<file path="src/rtl/clkirq_pkg.sv">
package clkirq_pkg;
  localparam int NSRC   = 3;
  localparam int SRC_TICK = 0;
  localparam int SRC_LOCK = 1;
  localparam int SRC_SCM  = 2;

  localparam int SEL_W  = 7;
  localparam int BUS_W  = SEL_W;
  localparam int ADDR_W = 2;

  localparam logic [ADDR_W-1:0] ADDR_FLAG = 2'd0;
  localparam logic [ADDR_W-1:0] ADDR_EN   = 2'd1;
  localparam logic [ADDR_W-1:0] ADDR_SEL  = 2'd2;

  // positions of the asynchronous inputs in the synchronizer bank
  localparam int SY_LOCK  = 0;
  localparam int SY_QFAIL = 1;
  localparam int SY_MFAIL = 2;
  localparam int SY_XLOSS = 3;
  localparam int SY_QPASS = 4;
  localparam int NSYNC    = 5;

  // tick period in reference cycles: (mantissa+1) shifted by (exponent+base)
  function automatic logic [31:0] rti_period(input logic [SEL_W-1:0] sel, input int base);
    logic [31:0] mant;
    int          sh;
    mant = {28'd0, sel[3:0]} + 32'd1;
    sh   = int'(sel[6:4]) + base;
    return mant << sh;
  endfunction
endpackage

</file>
<file path="src/rtl/clkirq_sync.sv">
module clkirq_sync #(
  parameter int W      = 5,
  parameter int STAGES = 2
) (
  input  logic         clk,
  input  logic         rst_n,
  input  logic [W-1:0] d_raw,
  output logic [W-1:0] q
);
  logic [W-1:0] stg_q [STAGES];

  always_ff @(posedge clk or negedge rst_n) begin
    if (!rst_n) begin
      for (int s = 0; s < STAGES; s++) stg_q[s] <= '0;
    end else begin
      stg_q[0] <= d_raw;
      for (int s = 1; s < STAGES; s++) stg_q[s] <= stg_q[s-1];
    end
  end

  assign q = stg_q[STAGES-1];
endmodule

</file>
<file path="src/rtl/clkirq_rti.sv">
module clkirq_rti
  import clkirq_pkg::*;
#(
  parameter int RTI_BASE = 9
) (
  input  logic             clk,
  input  logic             rst_n,
  input  logic [SEL_W-1:0] sel,
  input  logic             sel_load,
  input  logic             halt,
  output logic             tick
);
  localparam int CNT_W = 11 + RTI_BASE;

  logic [31:0]      period;
  logic [CNT_W-1:0] last_cnt;
  logic [CNT_W-1:0] cnt_q;
  logic             run;

  assign period   = rti_period(sel, RTI_BASE);
  assign last_cnt = CNT_W'(period - 32'd1);
  assign run      = (sel != '0) && !halt;
  assign tick     = run && (cnt_q == last_cnt);

  always_ff @(posedge clk or negedge rst_n) begin
    if (!rst_n)                      cnt_q <= '0;
    else if (sel_load || sel == '0)  cnt_q <= '0;
    else if (run)                    cnt_q <= tick ? '0 : cnt_q + 1'b1;
  end

  // counter never reaches the period
  p_cnt_bound_r1: assert property (@(posedge clk) disable iff (!rst_n)
    (sel != '0) |-> (32'(cnt_q) < period));

  // a halted counter keeps its value
  p_halt_hold_r3: assert property (@(posedge clk) disable iff (!rst_n)
    ($past(halt) && !$past(sel_load) && $past(sel) == sel) |-> $stable(cnt_q));
endmodule

</file>
<file path="src/rtl/clkirq_evt.sv">
module clkirq_evt (
  input  logic clk,
  input  logic rst_n,
  input  logic lock_s,
  input  logic qfail_s,
  input  logic mfail_s,
  input  logic xloss_s,
  input  logic qpass_s,
  input  logic scme,
  input  logic cme,
  output logic lock_evt,
  output logic scm_evt,
  output logic scm_active
);
  logic lock_q;
  logic scm_q;
  logic enter_cause;
  logic leave_ok;

  assign lock_evt    = lock_s ^ lock_q;
  assign enter_cause = qfail_s | mfail_s | (cme & xloss_s);
  assign leave_ok    = qpass_s & ~enter_cause;
  assign scm_evt     = scme & (scm_q ? leave_ok : enter_cause);
  assign scm_active  = scm_q;

  always_ff @(posedge clk or negedge rst_n) begin
    if (!rst_n) begin
      lock_q <= 1'b0;
      scm_q  <= 1'b0;
    end else begin
      lock_q <= lock_s;
      scm_q  <= scm_q ^ scm_evt;
    end
  end

  // no self-clock change while disabled
  p_scm_frozen_r6: assert property (@(posedge clk) disable iff (!rst_n)
    !$past(scme) |-> $stable(scm_q));

  // external-clock loss alone cannot enter with the monitor off
  p_xloss_ignored_r7: assert property (@(posedge clk) disable iff (!rst_n)
    (!cme && !qfail_s && !mfail_s && !scm_q) |=> !scm_q);

  // leaving needs a good quality result
  p_exit_needs_pass_r5: assert property (@(posedge clk) disable iff (!rst_n)
    $fell(scm_q) |-> $past(qpass_s && scme));
endmodule

</file>
<file path="src/rtl/clkirq_regs.sv">
module clkirq_regs
  import clkirq_pkg::*;
(
  input  logic              clk,
  input  logic              rst_n,
  input  logic              wr,
  input  logic [ADDR_W-1:0] addr,
  input  logic [BUS_W-1:0]  wdata,
  output logic [BUS_W-1:0]  rdata,
  input  logic [NSRC-1:0]   set_vec,
  output logic [NSRC-1:0]   flags,
  output logic [NSRC-1:0]   enables,
  output logic [SEL_W-1:0]  sel,
  output logic              sel_load,
  output logic              irq
);
  logic [NSRC-1:0] flags_q;
  logic [NSRC-1:0] en_q;
  logic [SEL_W-1:0] sel_q;
  logic [NSRC-1:0] clr_vec;

  assign clr_vec  = (wr && addr == ADDR_FLAG) ? wdata[NSRC-1:0] : '0;
  assign sel_load = wr && (addr == ADDR_SEL);

  always_ff @(posedge clk or negedge rst_n) begin
    if (!rst_n) begin
      flags_q <= '0;
      en_q    <= '0;
      sel_q   <= '0;
    end else begin
      flags_q <= (flags_q & ~clr_vec) | set_vec;
      if (wr && addr == ADDR_EN) en_q <= wdata[NSRC-1:0];
      if (sel_load)              sel_q <= wdata[SEL_W-1:0];
    end
  end

  always_comb begin
    case (addr)
      ADDR_FLAG: rdata = BUS_W'(flags_q);
      ADDR_EN:   rdata = BUS_W'(en_q);
      ADDR_SEL:  rdata = BUS_W'(sel_q);
      default:   rdata = '0;
    endcase
  end

  assign flags   = flags_q;
  assign enables = en_q;
  assign sel     = sel_q;
  assign irq     = |(flags_q & en_q);

  for (genvar i = 0; i < NSRC; i++) begin : g_bit
    // a flag falls only after a write of 1 to its bit
    p_w1c_only_r8: assert property (@(posedge clk) disable iff (!rst_n)
      $fell(flags_q[i]) |-> $past(wr && addr == ADDR_FLAG && wdata[i]));
    // an event always leaves its flag set
    p_set_wins_r9: assert property (@(posedge clk) disable iff (!rst_n)
      $past(set_vec[i]) |-> flags_q[i]);
  end

  // no request with every source disabled
  p_irq_needs_en_r10: assert property (@(posedge clk) disable iff (!rst_n)
    (en_q == '0) |-> !irq);
endmodule

</file>
<file path="src/rtl/clkirq_top.sv">
module clkirq_top
  import clkirq_pkg::*;
#(
  parameter int RTI_BASE    = 9,
  parameter int SYNC_STAGES = 2
) (
  input  logic              clk,
  input  logic              rst_n,
  input  logic              bus_wr,
  input  logic [ADDR_W-1:0] bus_addr,
  input  logic [BUS_W-1:0]  bus_wdata,
  output logic [BUS_W-1:0]  bus_rdata,
  input  logic              lock_raw,
  input  logic              qual_fail_raw,
  input  logic              mon_fail_raw,
  input  logic              ext_loss_raw,
  input  logic              qual_pass_raw,
  input  logic              scme,
  input  logic              cme,
  input  logic              pstop,
  input  logic              pre,
  output logic              scm_active,
  output logic              irq_req
);
  logic [NSYNC-1:0] raw_vec;
  logic [NSYNC-1:0] syn_vec;
  logic             lock_evt;
  logic             scm_evt;
  logic             tick_evt;
  logic             halt;
  logic [NSRC-1:0]  set_vec;
  logic [NSRC-1:0]  flags;
  logic [NSRC-1:0]  enables;
  logic [SEL_W-1:0] sel;
  logic             sel_load;

  always_comb begin
    raw_vec           = '0;
    raw_vec[SY_LOCK]  = lock_raw;
    raw_vec[SY_QFAIL] = qual_fail_raw;
    raw_vec[SY_MFAIL] = mon_fail_raw;
    raw_vec[SY_XLOSS] = ext_loss_raw;
    raw_vec[SY_QPASS] = qual_pass_raw;
  end

  clkirq_sync #(.W(NSYNC), .STAGES(SYNC_STAGES)) u_sync (
    .clk(clk), .rst_n(rst_n), .d_raw(raw_vec), .q(syn_vec)
  );

  clkirq_evt u_evt (
    .clk(clk), .rst_n(rst_n),
    .lock_s(syn_vec[SY_LOCK]), .qfail_s(syn_vec[SY_QFAIL]),
    .mfail_s(syn_vec[SY_MFAIL]), .xloss_s(syn_vec[SY_XLOSS]),
    .qpass_s(syn_vec[SY_QPASS]), .scme(scme), .cme(cme),
    .lock_evt(lock_evt), .scm_evt(scm_evt), .scm_active(scm_active)
  );

  assign halt = pstop & ~pre;

  clkirq_rti #(.RTI_BASE(RTI_BASE)) u_rti (
    .clk(clk), .rst_n(rst_n), .sel(sel), .sel_load(sel_load),
    .halt(halt), .tick(tick_evt)
  );

  always_comb begin
    set_vec           = '0;
    set_vec[SRC_TICK] = tick_evt;
    set_vec[SRC_LOCK] = lock_evt;
    set_vec[SRC_SCM]  = scm_evt;
  end

  clkirq_regs u_regs (
    .clk(clk), .rst_n(rst_n), .wr(bus_wr), .addr(bus_addr),
    .wdata(bus_wdata), .rdata(bus_rdata), .set_vec(set_vec),
    .flags(flags), .enables(enables), .sel(sel), .sel_load(sel_load),
    .irq(irq_req)
  );

  // a detected lock change is visible in the flag register
  p_lock_flag_r4: assert property (@(posedge clk) disable iff (!rst_n)
    $past(lock_evt) |-> flags[SRC_LOCK]);

  // a self-clock change is visible in the flag register
  p_scm_flag_r5: assert property (@(posedge clk) disable iff (!rst_n)
    $past(scm_evt) |-> flags[SRC_SCM]);

  // a request needs at least one enabled source
  p_irq_source_r10: assert property (@(posedge clk) disable iff (!rst_n)
    irq_req |-> (enables != '0));
endmodule

</file>
<file path="config.mk">
export PLATFORM = sky130hd
export DESIGN_NAME = clkirq_top
export DESIGN_NICKNAME = d
export VERILOG_FILES = /design/src/rtl/clkirq_pkg.sv /design/src/rtl/clkirq_sync.sv /design/src/rtl/clkirq_rti.sv /design/src/rtl/clkirq_evt.sv /design/src/rtl/clkirq_regs.sv /design/src/rtl/clkirq_top.sv
export SDC_FILE = /design/constraint.sdc
export NUM_CORES = 1
export LEC_CHECK = 0
export CORE_ASPECT_RATIO = 1.75
export CORE_MARGIN = 2
export CORE_UTILIZATION = 49
export CTS_CLUSTER_DIAMETER = 50
export DETAILED_ROUTE_END_ITERATION = 7
export HOLD_SLACK_MARGIN = 0.08
export PLACE_DENSITY = 0.69
export SETUP_SLACK_MARGIN = 0.4
export SYNTH_ARGS = -nofsm -noshare
export SYNTH_HDL_FRONTEND = slang
export SYNTH_SLANG_ARGS = --single-unit
</file>
<file path="constraint.sdc">
create_clock -name clk -period 5.53 [get_ports clk]
set_clock_uncertainty 0.1 [all_clocks]
set_input_delay 1.3825 -clock clk [delete_from_list [all_inputs] [get_ports clk]]
set_output_delay 1.3825 -clock clk [all_outputs]
set_load 0.05 [all_outputs]
</file>
After elaboration in Yosys (flattened, before gate mapping)
Index checks and enable logic that the tools add are counted.
- bits in read-only memories: 0
- latch bits: 0
- bits in writable memories: 0
- output and inout bits: 9
- memories: 0
- register bits: 45
- bitwise operators: 14
- reduce and logical (&&, ||, !) cells: 12
- div/mod/pow operators: 0
- add/sub/neg operators: 4
- order comparisons: 0
- shifts and indexed selects: 1
- eq/ne operators: 3
- $mul: 0
- mux-type cells: 6
- operators with widths (kind ; number):
    2-to-1 mux 20 bit ; 3
    << shifter 32 x 32 -> 20 bit ; 1
    one-hot mux 7 bit (3 select lines) ; 1
    adder 20 x 1 -> 20 bit (second input constant) ; 1
    equality test 20 bit ; 1
    subtractor 20 x 1 -> 20 bit (second input constant) ; 1
    logical NOT 7 bit ; 1
    nonzero test 7 bit ; 1
    AND 3 bit ; 2
    adder 3 x 4 -> 5 bit (second input constant) ; 1
    adder 4 x 1 -> 5 bit (second input constant) ; 1
    logical AND 1 bit ; 5
    AND 1 bit ; 4
    2-to-1 mux 3 bit ; 1
    NOT 3 bit ; 1
    OR 3 bit ; 1
    OR reduction 3 bit ; 1
    equality test 2 x 1 -> 1 bit (second input constant) ; 1
    equality test 2 bit (second input constant) ; 1
    logical NOT 2 bit ; 1
    NOT 1 bit ; 2
    OR 1 bit ; 2
    nonzero test 2 bit ; 1
    XOR 1 bit ; 2
    other kinds (3) ; 3

Depth between registers and ports, before layout
Gate-level depths: netlist (run 1).
- word-level depth: 8
- depth in mapped cells: 21
- depth with buffers taken out: 16

By module
From an unflattened synthesis (run 1), not the netlist that was laid out.
- cells, all modules: 506
- area total of the unflattened synthesis: 4103.9 um^2
- by module, submodules not included (module ; area an instance (um^2) ; seq. area each (um^2) ; cells each ; instances):
    clkirq_rti ; 3049.2 ; 500.5 ; 429 ; 1
    clkirq_regs ; 644.4 ; 325.3 ; 51 ; 1
    clkirq_sync ; 287.8 ; 250.2 ; 15 ; 1
    clkirq_evt ; 108.9 ; 50.0 ; 10 ; 1
    clkirq_top ; 13.8 ; 0.0 ; 1 ; 1

Worst setup path after synthesis (run 1)
Ideal clock, no wire load.
- path kind: in2out
- from: input bus_addr[1]
- to: output bus_rdata[0]
- arrival time: 2.801 ns
- path buffers: 1
- setup slack: 1.247 ns
- stages: 3
- cell sequence: clkbuf_1 mux2i_1 o21ai_0
- longest elaborated chain between the ends: 2
- elaborated cells between the ends (all ways): 4
- those cells by class: 2 x eq/ne; 1 x mux; 1 x reduce/logical
- RTL lines (what ; RTL line ; source):
    from (decl) ; clkirq_top.sv:10 ; input logic [ADDR_W-1:0] bus_addr,
    equality test 2 bit (tied with other cells) ; clkirq_regs.sv:38 ; case (addr)
    one-hot mux 7 bit (3 select lines) * ; clkirq_regs.sv:38 ;
    to (decl) ; clkirq_top.sv:12 ; output logic [BUS_W-1:0] bus_rdata,
Mark *: on every way between the ends. The rest lies on a longest branch, timed or not.

Final worst setup path (run 1)
- from: input bus_addr[1]
- to: output bus_rdata[4]
Same word-level chain as after synthesis.

==> results of run 1 <==
==> where the power goes <==
part	leakage, nW	internal [mW]	switching, mW
logic	1.02	0.320	0.480
registers	0.567	0.370	0.0641
clock network	0.0848	0.216	0.135
==> flip-flops by register name, indices dropped and copies added, names as in the netlist <==
| signal | flops |
|---|---|
| u_sync.q | 5 |
| u_regs.enables | 3 |
| u_rti.cnt_q | 20 |
| u_regs.sel | 7 |
| u_regs.flags | 3 |
| u_sync.stg_q | 5 |
| u_evt.lock_q | 1 |
| u_evt.scm_active | 1 |
==> layer usage <==
| metal | up-vias | global-route usage, % | share of wire, % | routed length (um) |
|---|---|---|---|---|
| li1 | 1696 | - | - | - |
| met1 | 1671 | 27.9 | 39 | 3690 |
| met2 | 76 | 40.6 | 53 | 5000 |
| met3 | 29 | 2.28 | 2.7 | 257 |
| met4 | 0 | 14.2 | 5.0 | 467 |
| met5 | - | 0 | 0 | 0 |
==> stage by stage <==
stage / hold slack, ns / std cells
after floorplan: 0.231 / 463
after global placement: 0.234 / 555
after detailed placement: 0.240 / 555
after CTS: 0.256 / 563
after global routing: 0.260 / 563
final: 0.253 / 563
==> synthesized netlist by cell type (all sizes together) (8+ instances only) <==
cell,count,area [sq um]
nand2,78,295
nor3,19,95.1
nand3,44,250
a21oi,10,50.1
o21ai,25,133
clkbuf,13,48.8
dfrtp,45,1130
nand4,9,56.3
inv,13,48.8
a31oi,23,150
xor2,12,105
and2,9,56.3
nor2b,8,50.1
nor2,25,96.4
buf,15,128
xnor2,18,158
mux2i,10,104
==> worst max path at each step <==
stage	startpoint	end	slack, ns	cells after the start
after floorplan	bus_addr[1]	bus_rdata[0]	1.25	3
after global placement	bus_addr[1]	bus_rdata[6]	0.87	4
after detailed placement	bus_addr[1]	bus_rdata[4]	0.82	4
after CTS	bus_addr[1]	bus_rdata[4]	0.82	4
after global routing	u_regs.sel[5]$_DFFE_PN0P_	u_rti.cnt_q[7]$_DFFE_PN0P_	0.55	15
final	bus_addr[1]	bus_rdata[4]	0.81	4
==> kinds of logic (layout without fill, tap and decap cells) <==
| family | count (synthesis) | after routing |
|---|---|---|
| flops | 45 | 45 |
| xor+xnor | 30 | 30 |
| buf+inv | 41 | 53 |
| mux | 14 | 14 |
| fa+ha+maj | 7 | 7 |
| compound gates | 95 | 95 |
| simple gates | 231 | 231 |
==> cell type report <==
class,instances,area (sq um)
multi-input cells,377,2380
fillers,715,3320
clock buffers,5,125
well taps,88,110
inverters,13,48.8
flip-flops and latches,45,1130
clock inverters,3,47.5
repair buffers,32,308
==> worst max-delay path, delay by kind of cell <==
| kind | cells | cell delay, ns |
|---|---|---|
| buf+inv | 2 | 1.41 |
| simple gates | 2 | 0.45 |
==> placed cells by master (no fill, tap or decap), drive strengths merged, types with 8 or more instances in the layout <==
cell type and n:
and2 9, clkdlybuf4s50 28, o21ai 25, xnor2 18, nand3 44, xor2 12, inv 15, nand4 9
a21oi 10, nor3 19, mux2i 10, dfrtp 45, nor2 25, nor2b 8, a31oi 23, nand2 78
==> results.md, run 1 <==
- Gr usage total: between 20% and 30%
- XOR/XNOR Fraction of Synth Area: 7.04%
- Compound-cell area share of the yosys netlist: a little under a fifth
- Max incr delay on CP: around 0.80 ns
- Overall Power: 1.59 mW
- Area after DPL: ~4000 sq um
- Leak Pwr: 1.67 nW
- # diodes: 0
- Syn Area/Cell: 8.06 sq um
- Slew @ Worst Pin: ~1 ns
- Hold Path Sink: u_sync.q[2]$_DFF_PN0_
- Core area: between 7000 and 8000 sq um
- Worst R2R Start: u_regs.sel[5]$_DFFE_PN0P_
- Vias in the first global route: between 3,000 and 4,000
- RSZ-0062 raised after global routing: no
- Worst vdd ir: about 0.32 mV
- HP Class: flip-flop to flip-flop
- Row Count: 42
- Final core occ: approximately 56%
- Initial Util: ~50%
- Most used cell, CP: clkdlybuf4s50_1
- Relative slew slack: roughly 34%
- Vias/cell: about 6
- Final Hold Fails: 0
- CTS Buffer Depth: 2
- Final WS setup: roughly 0.8 ns
- Placer congestion estimate: roughly 0.95
- Adder-cell share of the synthesized area: under 10%
- Largest net degree at the start of global routing: 46
- Final setup fails: 0
- CTS tree: yes
- Kind of critical path: input port to output port
- Largest family of logic cells by synthesized area: simple AND/OR/NAND/NOR gates
- Drt wl/cell: 16.7 um
- WP data required: just over 4 ns
- Crit path launch type: input port
- H-tree levels: 2
- Clock-pin slew on the worst setup and hold paths: roughly 0.07 ns
- Share of the yosys chip area belonging to registers: 30.2%
- Mux contribution to synthesized area: under 10%
- Fmax achieved: approximately 0.21 GHz
- Distinct cells, synth: 74
- Via count: about 3,500
- Post-layout instance area: between 4000 and 5000 sq um
- Crit path cell chain: clkdlybuf4s50_1 > nor2b_1 > and2_1 > clkdlybuf4s50_1
- Post-synth EDFFs: 0
- DIE AREA: between 8000 and 9000 sq um
- Initial antenna violation count: 0
- Element type at the critical path end: output port
- Hold_sp: u_sync.stg_q[7]$_DFF_PN0_
- Crit-path slowest cell: clkdlybuf4s50_1
- Proportion of layout cells with a drive suffix above 1: under 10%
- Internal reg-to-reg setup slack: between 0.8 and 0.9 ns
- Die Width: about 70 um
- Synth Net Count: 491
- Slew Viols, Final: 0
- DR DRC count: 0
- DRT antenna net count: 0
- Mapped Area: roughly 3700 sq um
- Gate Count Post-Synth: around 460
- Post_cts resized: 0
- Synth-to-Final Area Change: 11.2%
- Status: complete, no violations
- Warnings, synthesis: 0
- Drt pass-1 iters: 4
- Post-Synth Simple-Gate Area: 32.1%
- Max cap viols: 0
- First-pass GRT wire length: ~16,000 um
- R2R depth: 15
- Pwr Density: 382 nW/um^2
- Grt ovf: 0
- # clock sinks: 45
- WP data arrival: ~3.2 ns
- #FFs+latches synth: between 40 and 50
- Ports: 30
- RR Endpoint: u_rti.cnt_q[2]$_DFFE_PN0P_
- Post-synth ARST share: 100%
- Ys flop type: dfrtp_1
- CTS root buf: clkbuf_16
- Worst slack at placement: between 0.8 and 0.9 ns
- Final min period: approximately 4.7 ns
- Buffers on Ports: 29
- TNS Setup: 0 ns
- Iter 0 DRT Violations: 206
- Hold path depth: 0
- WL final: about 9400 um
- DP HPWL: 7130 um
- Worst-skew pair later-pin latency: about 0.29 ns
- Crit-path max FO: 6
- Post-CTS Setup Repair Bufs: 0
- Final Cycle Share: between 80% and 90%
- Die height: approximately 120 um
- Cts bufs inserted: 5
- Nets@finish: about 500
- Hold buffers post-CTS: 0
No activity file was read; power rests on OpenSTA's default activity.
==> inputs of run 2 (changes only) <==
- CTS_CLUSTER_DIAMETER: 50 -> 150
- GPL_ROUTABILITY_DRIVEN: not set -> 0
==> run 2 against run 1 <==
Against the previous run:
- sequential cell count is the same
- largest cell class unchanged
- global-route usage shrank 0.47 points
- cell area is essentially flat
- critical path type unchanged
- power shrank 0.30%
==> results.md, run 2 (synthesized netlist as in run 1, its figures left out) <==
- First-pass GRT wire length: 15,500 um (was 15,900 um)
- Pwr Density: 381 nW/um^2 (was 382 nW/um^2)
- Fin cells: 563 (unchanged)
- DIE AREA: 8350 sq um (unchanged)
- Vias in the first global route: 3,310 (was 3,379)
- Commonest non-fill, non-tap cells in the layout: nand2_1, dfrtp_1, nand3_1 (unchanged)
- Worst-skew pair later-pin latency: 0.29 ns (about the same)
- # clock sinks: 45 (unchanged)
- Dpl cells: 555 (unchanged)
- CTS root buf: clkbuf_16 (unchanged)
- DR DRC count: 0 (unchanged)
- Hold buffers post-CTS: 0 (unchanged)
- Storage cell area: 1130 sq um (unchanged)
- Die height: 119 um (unchanged)
- Cts bufs inserted: 5 (unchanged)
- Slew Viols, Final: 0 (unchanged)
- Fill cells: 707 (was 715)
- Final Cycle Share: 85.3% (was 85.4%)
- CTS Buffer Depth: 2 (unchanged)
- Drt wl/cell: 16.4 um (was 16.7 um)
- Kind of critical path: input port to output port (unchanged)
- Leak Pwr: 1.67 nW (about the same)
- Initial antenna violation count: 0 (unchanged)
- Area of the multi-input gates: 2380 sq um (unchanged)
- Hold_sp: u_sync.stg_q[5]$_DFF_PN0_ (was u_sync.stg_q[7]$_DFF_PN0_)
- WL final: 9250 um (was 9420 um)
- Fmax achieved: 0.212 GHz (about the same)
- Nets@finish: 502 (unchanged)
- Die Width: 70.0 um (unchanged)
- Iter 0 DRT Violations: 281 (was 206)
- Status: complete, no violations (unchanged)
- Initial Util: 50.0% (unchanged)
- Grt ovf: 0 (unchanged)
- CTS tree: yes (unchanged)
- DP HPWL: 6950 um (was 7130 um)
- Core area: 7460 sq um (unchanged)
- Post-CTS Setup Repair Bufs: 0 (unchanged)
- Buffers on Ports: 29 (unchanged)
- WP data arrival: 3.23 ns (was 3.24 ns)
- Overall Power: 1.58 mW (was 1.59 mW)
- Clock-pin slew on the worst setup and hold paths: 0.07 ns (about the same)
- Worst R2R Start: u_regs.sel[5]$_DFFE_PN0P_ (unchanged)
- Via count: 3,508 (was 3,472)
- Max cap viols: 0 (unchanged)
- Worst vdd ir: 0.266 mV (was 0.320 mV)
- Hold path depth: 0 (unchanged)
- Post_cts resized: 0 (unchanged)
- # diodes: 0 (unchanged)
- WP data required: 4.05 ns (about the same)
- Synth-to-Final Area Change: 11.2% (about the same)
- Final min period: 4.72 ns (about the same)
- Final Hold Fails: 0 (unchanged)
- RSZ-0062 raised after global routing: no (unchanged)
- Gr usage total: 23.1% (was 23.6%)
- Largest Register: u_rti.cnt_q (unchanged)
- Drt pass-1 iters: 5 (was 4)
- R2R depth: 15 (unchanged)
- Proportion of layout cells with a drive suffix above 1: 8.42% (unchanged)
- Slew @ Worst Pin: 0.985 ns (was 0.995 ns)
- Crit-path max FO: 6 (unchanged)
- Hold Path Sink: u_sync.q[0]$_DFF_PN0_ (was u_sync.q[2]$_DFF_PN0_)
- Crit path launch type: input port (unchanged)
- Row Count: 42 (unchanged)
- Internal reg-to-reg setup slack: 0.94 ns (was 0.89 ns)
- Largest net degree at the start of global routing: 46 (unchanged)
- Ports: 30 (unchanged)
- Relative slew slack: 34.4% (was 33.7%)
- RR Endpoint: u_rti.cnt_q[2]$_DFFE_PN0P_ (unchanged)
- Vias/cell: 6.23 (was 6.17)
- HP Class: flip-flop to flip-flop (unchanged)
- H-tree levels: 2 (unchanged)
- Element type at the critical path end: output port (unchanged)
- Final setup fails: 0 (unchanged)
- Max reg flops: 20 (unchanged)
- TNS Setup: 0 ns (unchanged)
- Commonest non-fill, non-tap cell in the layout: nand2_1 (unchanged)
- DRT antenna net count: 0 (unchanged)
run 2: routing by layer:
metal	vias up	wire length, um	GRT usage, %
met5	-	0	0
met4	0	610	16.3
met3	39	202	2.45
met2	81	4760	39.9
met1	1687	3670	26.0
li1	1701	-	-
run 2: through the flow:
| stage | utilization, % | setup slack [ns] | hold WS [ns] | area (sq um) |
|---|---|---|---|---|
| 3_5_place_dp | 53.3 | 0.806 | 0.239 | 3970 |
| 3_3_place_gp | 53.3 | 0.869 | 0.233 | 3970 |
| 6_report | 55.6 | 0.813 | 0.251 | 4150 |
| 2_1_floorplan | - | 1.25 | 0.231 | 3730 |
| 5_1_grt | 55.6 | 0.522 | 0.255 | 4150 |
| 4_1_cts | 55.6 | 0.798 | 0.254 | 4150 |
run 2: how the worst max path moves through the flow:
stage          slack (ns)  depth (start not counted)                 startpoint                           to
2_1_floorplan        1.25                          3                bus_addr[1]                 bus_rdata[0]
3_3_place_gp         0.87                          4                bus_addr[1]                 bus_rdata[6]
3_5_place_dp         0.81                          4                bus_addr[1]                 bus_rdata[6]
4_1_cts              0.80                          4                bus_addr[1]                 bus_rdata[6]
5_1_grt              0.52                         16  u_regs.sel[5]$_DFFE_PN0P_  u_rti.cnt_q[19]$_DFFE_PN0P_
6_report             0.81                          5                bus_addr[0]                 bus_rdata[0]
run 2: area by class of cell:
class                      instances  share of cell area [%]
multi-input combinational        377                    57.4
sequential                        45                    27.1
timing repair buffer              32                    7.42
clock buffer                       5                    3.02
tap                               88                    2.65
clock inverter                     3                    1.21
inverter                          13                    1.18
run 2: where the power goes:
group          switching, mW  internal, mW  total [mW]
sequential            0.0650         0.370       0.435
clock                  0.135         0.217       0.352
combinational          0.474         0.320       0.795
total                  0.674         0.907        1.58
run 2: critical path: stages:
cell and delay (ns):
clkdlybuf4s50_1 0.54, nor2b_1 0.29, nand2_1 0.09, o21ai_0 0.09
clkdlybuf4s50_1 0.83
